**src/rtl/alarm_lut_pkg.sv**
```systemverilog
package alarm_lut_pkg;

    localparam int IDX_W      = 8;
    localparam int BIT_SEL_W  = 4;
    localparam int WORD_SEL_W = IDX_W - BIT_SEL_W;
    localparam int WORD_W     = 1 << BIT_SEL_W;
    localparam int N_WORDS    = 1 << WORD_SEL_W;
    localparam int ADDR_W     = 7;
    localparam int N_TABLES   = 3;
    localparam int N_ALARMS   = 6;

    // Table chosen by the upper address bits; NONE marks unmapped space.
    typedef enum logic [1:0] {
        TBL_ALARM = 2'd0,
        TBL_ERR   = 2'd1,
        TBL_OK    = 2'd2,
        TBL_NONE  = 2'd3
    } tbl_e;

    // Lookup index, MSB first: interlock is bit 7, alarm bits 3..0 at the bottom.
    typedef struct packed {
        logic       interlock_open;
        logic       guide_on;
        logic [1:0] aux_alm;
        logic [3:0] main_alm;
    } lut_index_t;

    typedef struct packed {
        logic alarm;
        logic err;
        logic ok;
        logic yellow;
    } lut_outs_t;

    function automatic tbl_e decode_table(input logic [ADDR_W-1:0] a);
        case (a[ADDR_W-1:WORD_SEL_W])
            3'd1:    return TBL_ALARM;
            3'd2:    return TBL_ERR;
            3'd3:    return TBL_OK;
            default: return TBL_NONE;
        endcase
    endfunction

    function automatic logic [WORD_SEL_W-1:0] word_of(input logic [ADDR_W-1:0] a);
        return a[WORD_SEL_W-1:0];
    endfunction

endpackage

```
**src/rtl/lut_index_former.sv**
```systemverilog
module lut_index_former
    import alarm_lut_pkg::*;
(
    input  logic [N_ALARMS-1:0] alarm_in,
    input  logic                guide_on,
    input  logic                interlock_open,
    output lut_index_t          idx
);
    always_comb begin
        idx.interlock_open = interlock_open;
        idx.guide_on       = guide_on;
        idx.aux_alm        = alarm_in[N_ALARMS-1:4];
        idx.main_alm       = alarm_in[3:0];
    end
endmodule

```
**src/rtl/lut_table_bank.sv**
```systemverilog
module lut_table_bank
    import alarm_lut_pkg::*;
(
    input  logic                   clk,
    input  logic                   rst,
    input  logic                   wr_sel,
    input  logic [WORD_SEL_W-1:0]  wr_word,
    input  logic [WORD_W-1:0]      wr_data,
    input  logic [WORD_SEL_W-1:0]  rd_word,
    output logic [WORD_W-1:0]      rd_data,
    input  logic [IDX_W-1:0]       look_idx,
    output logic                   hit
);
    logic [N_WORDS-1:0][WORD_W-1:0] words;
    logic [WORD_W-1:0]              look_word;

    always_ff @(posedge clk) begin
        if (rst) begin
            words <= '0;
        end else if (wr_sel) begin
            words[wr_word] <= wr_data;
        end
    end

    always_comb begin
        look_word = words[look_idx[IDX_W-1:BIT_SEL_W]];
        hit       = look_word[look_idx[BIT_SEL_W-1:0]];
        rd_data   = words[rd_word];
    end

    // the addressed word holds the written data after the write edge
    a_r3_word_written: assert property (@(posedge clk) disable iff (rst)
        $past(wr_sel) |-> words[$past(wr_word)] == $past(wr_data));

    // without a write strobe to this table no word moves
    a_r3_no_stray_change: assert property (@(posedge clk) disable iff (rst)
        !$past(wr_sel) |-> $stable(words));

    // reset leaves the table empty
    a_r1_table_cleared: assert property (@(posedge clk)
        $past(rst) |-> words == '0);
endmodule

```
**src/rtl/blink_gen.sv**
```systemverilog
module blink_gen #(
    parameter int LOG2 = 22
) (
    input  logic clk,
    input  logic rst,
    output logic phase
);
    logic [LOG2-1:0] cnt;
    logic            wrap;

    assign wrap = (cnt == {LOG2{1'b1}});

    always_ff @(posedge clk) begin
        if (rst) begin
            cnt   <= '0;
            phase <= 1'b0;
        end else begin
            cnt <= cnt + 1'b1;
            if (wrap) phase <= ~phase;
        end
    end

    // the phase flips only when the prescaler wraps
    a_r7_phase_at_wrap: assert property (@(posedge clk) disable iff (rst)
        (phase != $past(phase)) |-> ($past(cnt) == {LOG2{1'b1}}));
endmodule

```
**src/rtl/alarm_lut_eval.sv**
```systemverilog
module alarm_lut_eval
    import alarm_lut_pkg::*;
#(
    parameter int BLINK_LOG2 = 22
) (
    input  logic                clk,
    input  logic                rst,
    input  logic                wr_en,
    input  logic [ADDR_W-1:0]   addr,
    input  logic [WORD_W-1:0]   wr_data,
    output logic [WORD_W-1:0]   rd_data,
    input  logic [N_ALARMS-1:0] alarm_in,
    input  logic                guide_on,
    input  logic                interlock_open,
    input  logic                shutter_open,
    output logic                alarm_out,
    output logic                err_led,
    output logic                ok_led,
    output logic                yellow_led
);
    lut_index_t        idx;
    tbl_e              tbl;
    logic              phase;
    logic [N_TABLES-1:0] hits;
    logic [WORD_W-1:0] bank_rd [N_TABLES];
    logic [WORD_W-1:0] rd_next;
    lut_outs_t         outs_q;

    assign tbl = decode_table(addr);

    lut_index_former u_index (
        .alarm_in       (alarm_in),
        .guide_on       (guide_on),
        .interlock_open (interlock_open),
        .idx            (idx)
    );

    for (genvar t = 0; t < N_TABLES; t++) begin : g_bank
        logic sel;
        assign sel = wr_en && (tbl == tbl_e'(t));
        lut_table_bank u_bank (
            .clk      (clk),
            .rst      (rst),
            .wr_sel   (sel),
            .wr_word  (word_of(addr)),
            .wr_data  (wr_data),
            .rd_word  (word_of(addr)),
            .rd_data  (bank_rd[t]),
            .look_idx (idx),
            .hit      (hits[t])
        );
    end

    blink_gen #(.LOG2(BLINK_LOG2)) u_blink (
        .clk   (clk),
        .rst   (rst),
        .phase (phase)
    );

    always_comb begin
        if (tbl == TBL_NONE) rd_next = '0;
        else                 rd_next = bank_rd[tbl];
    end

    always_ff @(posedge clk) begin
        if (rst) begin
            outs_q  <= '0;
            rd_data <= '0;
        end else begin
            outs_q.alarm  <= hits[TBL_ALARM];
            outs_q.err    <= hits[TBL_ERR];
            outs_q.ok     <= hits[TBL_OK];
            outs_q.yellow <= hits[TBL_ALARM] & (~shutter_open | phase);
            rd_data       <= rd_next;
        end
    end

    assign alarm_out  = outs_q.alarm;
    assign err_led    = outs_q.err;
    assign ok_led     = outs_q.ok;
    assign yellow_led = outs_q.yellow;

    // outputs are quiet right after reset
    a_r1_outputs_quiet: assert property (@(posedge clk)
        $past(rst) |-> !(alarm_out || err_led || ok_led || yellow_led) && rd_data == '0);

    // the yellow LED never lights without the alarm
    a_r7_yellow_needs_alarm: assert property (@(posedge clk) disable iff (rst)
        yellow_led |-> alarm_out);

    // with the shutter closed the yellow LED is steady with the alarm
    a_r6_steady_closed: assert property (@(posedge clk) disable iff (rst)
        (!$past(shutter_open) && alarm_out) |-> yellow_led);

    // unmapped addresses read back as zero
    a_r8_unmapped_zero: assert property (@(posedge clk) disable iff (rst)
        ($past(decode_table(addr)) == TBL_NONE) |-> rd_data == '0);
endmodule

```
**config.mk**
```make
export PLATFORM = sky130hd
export DESIGN_NAME = alarm_lut_eval
export DESIGN_NICKNAME = d
export VERILOG_FILES = /design/src/rtl/alarm_lut_pkg.sv /design/src/rtl/lut_index_former.sv /design/src/rtl/lut_table_bank.sv /design/src/rtl/blink_gen.sv /design/src/rtl/alarm_lut_eval.sv
export SDC_FILE = /design/constraint.sdc
export NUM_CORES = 2
export LEC_CHECK = 0
export BUFFER_PORTS_ARGS = -buffer_cell sky130_fd_sc_hd__buf_4
export CORE_ASPECT_RATIO = 1.4
export CORE_MARGIN = 10
export CORE_UTILIZATION = 40
export CTS_BUF_LIST = sky130_fd_sc_hd__clkbuf_4 sky130_fd_sc_hd__clkbuf_8 sky130_fd_sc_hd__clkbuf_16
export CTS_CLUSTER_DIAMETER = 50
export DETAILED_ROUTE_END_ITERATION = 8
export GPL_ROUTABILITY_DRIVEN = 0
export PLACE_DENSITY = 0.52
export RECOVER_POWER = 50
export SLEW_MARGIN = 20
export SYNTH_ARGS = -nofsm -noshare
export SYNTH_HDL_FRONTEND = slang
export SYNTH_SLANG_ARGS = --single-unit
```
**constraint.sdc**
```tcl
create_clock -name clk -period 5.49 [get_ports clk]
set_input_delay 1.647 -clock clk [delete_from_list [all_inputs] [get_ports clk]]
set_output_delay 1.647 -clock clk [all_outputs]
set_load 0.05 [all_outputs]
```
==> reports/metrics.csv <==
stage,metric,value,unit
die,core_region_area,101000,um2
route,ant_nets,0,
power,powerDensity,295.2,nW/um2
timing,finalHoldViolCount,0,
timing,slew_headroom,-148.0,%
route,count_of_vias_placed_by_the_detailed_router,35130,
clock_network,cells_resized_by_post_cts_repair,0,
min_path,min_delay_path_depth,1,
worst_setup_path,reg2reg_to,yellow_led,
yosys,netlist-cell-type-count,54,
yosys,synthArstFlopShare,0,%
timing,setup-violations-final,0,
final_layout,layout-area-overhead-vs-synth,10.93,%
route,routed_via_density,6.039,
clock_network,cts_tree,built,
worst_setup_path,critPathCaptureType,flop,
yosys,syn-cell-area,40660,um2
power,internal-power,9.864,mW
final_layout,stdcell_area,45100,um2
route,detail_route.first_pass.iterations,6,
global_route,grt_first_pass_wirelength,236.2,mm
yosys,postSynthCellCount,4533,
place,dpl_worst_slack,0.5885,ns
global_route,antenna_found_initial,8,
timing,min_period,4.684,ns
clock_network,clk_pin_slew_worst_paths,0.06,ns
worst_setup_path,largest_fanout_on_the_critical_path,83,
yosys,synthFlopType,sky130_fd_sc_hd__dfxtp_1,
die,die-height,397.2,um
final_layout,nNetsFinal,4443,
die,rows,138,
status,failed_checks,"max-capacitance violations, max-slew violations",
die,ios,55,
worst_setup_path,r2r_cells,7,
yosys,syn_nets,4569,
worst_setup_path,cp-start-kind,primary input,
yosys,synth.avg_cell_area,8.969,um2
clock_network,cts_post_setup_buffers_inserted,0,
worst_setup_path,r2r_setup_slack,3.04,ns
global_route,number_of_global_route_vias_before_repair,32900,
global_route,grt_max_degree,204,
power,sequential_power_share,44.4,%
min_path,hold_class,reg2reg,
place,io_buffers,54,
timing,worst_hold_slack,0.4634,ns
power,leakage,14.35,nW
final_layout,proportion_of_layout_cells_with_a_drive_suffix_above_1,16.26,%
yosys,synth-edff-count,0,
power,max-vdd-ir-drop,0.2345,mV
timing,finalCritPeriodShare,85.32,%
yosys,ys_ff_latch,811,
power,power_frac_comb,6.8,%
final_layout,mostFrequentLayoutCell,sky130_fd_sc_hd__nand2_1,
min_path,hold_start,u_blink.cnt[0],
final_layout,fin_cells,5816,
timing,tightest_slew,3.720,ns
power,share_clk_of_total_power,48.7,%
clock_network,ctsLongestPathBuffers,3,
timing,skew,0.02762,ns
run,max_cap_viol_count,2,
route,drcViolationCount,0,
timing,final.setup.worst_slack,0.8061,ns
timing,unrepaired_setup_endpoints_after_global_routing,false,
place,half_perimeter_wire_length_after_placement,102.8,mm
place,dp_cells,5644,
min_path,hold_end,u_blink.cnt[0],
route,first_iter_violations,3804,
yosys,ys.warnings.count,0,
route,average_wire_per_standard_cell,27.98,um
die,floorplan.initialDensity,40.25,%
die,fp.dieArea,115000,um2
worst_setup_path,worst-endpoint-arrival,5.09,ns
yosys,share_of_the_yosys_chip_area_belonging_to_registers,39.93,%
clock_network,cts_inserted_buffers,91,
worst_setup_path,worstReg2RegStart,g_bank[0].u_bank.words[3],
status,run_status,finished with violations,
clock_network,htree_levels,3,
clock_network,clockRootBuffer,sky130_fd_sc_hd__clkbuf_16,
clock_network,post_cts_hold_buffer_count,0,
global_route,congestion_overflow_gr,0,
die,die-width,289.4,um
power,overall_power_of_the_completed_layout,13.31,mW
timing,fin_tns_setup,0,ns
worst_setup_path,crit_type,in2reg,
power,power.share.switching,25.91,%
power,net-switching-power,3.450,mW
clock_network,clk-insertion-delay-late,0.71,ns
route,route.final.wire_length,162.8,mm
timing,final-max-slew-violation-count,214,
global_route,grtUsageTotal,27.81,%
worst_setup_path,cp.required,5.89,ns
final_layout,finalCoreUtilization,44.65,%
final_layout,commonest_non_fill_non_tap_cells_in_the_layout,"1633 x sky130_fd_sc_hd__nand2_1, 811 x sky130_fd_sc_hd__dfxtp_1, 793 x sky130_fd_sc_hd__a21oi_1",
place,placed_cell_area,42110,um2
clock_network,cts_sinks,811,
timing,fmax,213.5,MHz
area by class of cell:
type | instances | area [um2]
sequential | 811 | 16240
timing repair buffer | 194 | 1473
tap | 1330 | 1664
clock buffer | 128 | 2699
fill | 9768 | 55910
antenna | 2 | 5.005
inverter | 6 | 22.52
clock inverter | 42 | 450.4
multi-input combinational | 3303 | 22550
sequential cells by signal (all words and copies together) (netlist names):
| signal | count |
|---|---|
| alarm_out | 1 |
| err_led | 1 |
| g_bank.u_bank.words | 768 |
| ok_led | 1 |
| rd_data | 16 |
| u_blink.cnt | 22 |
| u_blink.phase | 1 |
| yellow_led | 1 |
power by group through the flow:
stage	Clock (mW)	Sequential, mW	Combinational [mW]
2_1_floorplan	0	6.05	0.576
3_3_place_gp	0	6.05	0.899
3_5_place_dp	0	6.05	0.898
4_1_cts	6.56	5.92	0.898
5_1_grt	6.77	5.92	0.937
6_report	6.49	5.92	0.908
per-layer routing:
layer / global-route usage (%) / vias to the layer above / part of all wire (%)
met5: 0 / - / 0.020
met4: 16.60 / 4 / 6.3
met3: 4.701 / 370 / 8.2
met2: 44.11 / 1696 / 47
met1: 35.20 / 17420 / 38
li1: - / 15640 / -
critical path, stage by stage:
cell                       delay (ns)
sky130_fd_sc_hd__buf_8           0.63
sky130_fd_sc_hd__clkbuf_1        0.86
sky130_fd_sc_hd__nand2b_1        0.27
sky130_fd_sc_hd__nor3_1          0.71
sky130_fd_sc_hd__nand2_1         0.12
sky130_fd_sc_hd__clkbuf_1        0.48
sky130_fd_sc_hd__nand2_1         0.22
sky130_fd_sc_hd__a21oi_1         0.08
worst max-delay path by stage:
stage,startpoint,endpoint,slack [ns],depth (start not counted)
final,addr[1],g_bank[0].u_bank.words[36],0.81,8
after global routing,rst,u_blink.cnt[4],0.62,3
after CTS,alarm_in[4],ok_led,1.31,9
after detailed placement,alarm_in[4],ok_led,0.59,9
after global placement,alarm_in[4],ok_led,0.68,9
after floorplan,addr[0],rd_data[6],1.58,9
synth_stat cells, types with 3 or more instances:
cell type | count | area, um2
sky130_fd_sc_hd__a2111oi_0 | 5 | 43.79
sky130_fd_sc_hd__a211oi_1 | 8 | 60.06
sky130_fd_sc_hd__a21oi_1 | 793 | 3969
sky130_fd_sc_hd__a22oi_1 | 17 | 127.6
sky130_fd_sc_hd__a31oi_1 | 3 | 18.77
sky130_fd_sc_hd__and2_1 | 4 | 25.02
sky130_fd_sc_hd__buf_1 | 13 | 48.80
sky130_fd_sc_hd__buf_12 | 3 | 60.06
sky130_fd_sc_hd__buf_2 | 71 | 355.3
sky130_fd_sc_hd__buf_4 | 9 | 67.56
sky130_fd_sc_hd__buf_6 | 18 | 202.7
sky130_fd_sc_hd__clkbuf_1 | 299 | 1122
sky130_fd_sc_hd__dfxtp_1 | 811 | 16240
sky130_fd_sc_hd__inv_1 | 5 | 18.77
sky130_fd_sc_hd__mux2_2 | 13 | 146.4
sky130_fd_sc_hd__mux2i_1 | 109 | 1091
sky130_fd_sc_hd__mux4_1 | 16 | 420.4
sky130_fd_sc_hd__mux4_2 | 380 | 8558
sky130_fd_sc_hd__mux4_4 | 5 | 125.1
sky130_fd_sc_hd__nand2_1 | 1634 | 6133
sky130_fd_sc_hd__nand2b_1 | 8 | 50.05
sky130_fd_sc_hd__nand3_1 | 17 | 85.08
sky130_fd_sc_hd__nand4_1 | 7 | 43.79
sky130_fd_sc_hd__nor2_1 | 116 | 435.4
sky130_fd_sc_hd__nor2b_1 | 9 | 56.30
sky130_fd_sc_hd__nor3_1 | 23 | 115.1
sky130_fd_sc_hd__nor4_1 | 4 | 25.02
sky130_fd_sc_hd__o21ai_0 | 16 | 80.08
sky130_fd_sc_hd__o221ai_1 | 42 | 367.9
sky130_fd_sc_hd__o22ai_1 | 22 | 137.6
sky130_fd_sc_hd__o31ai_1 | 4 | 30.03
sky130_fd_sc_hd__or2_2 | 3 | 18.77
sky130_fd_sc_hd__or3_1 | 5 | 31.28
sky130_fd_sc_hd__xnor2_1 | 5 | 43.79
sky130_fd_sc_hd__xor2_1 | 13 | 113.9
kinds of logic after synthesis:
family,Yosys count,synth area share [%]
xor+xnor,18,0.3878
fa+ha+maj,1,0.03077
buf+inv,419,4.622
mux,523,25.44
simple gates,1838,17.42
flops,811,39.93
compound gates,923,12.17
Note: power is estimated with default switching activity, not from simulation.
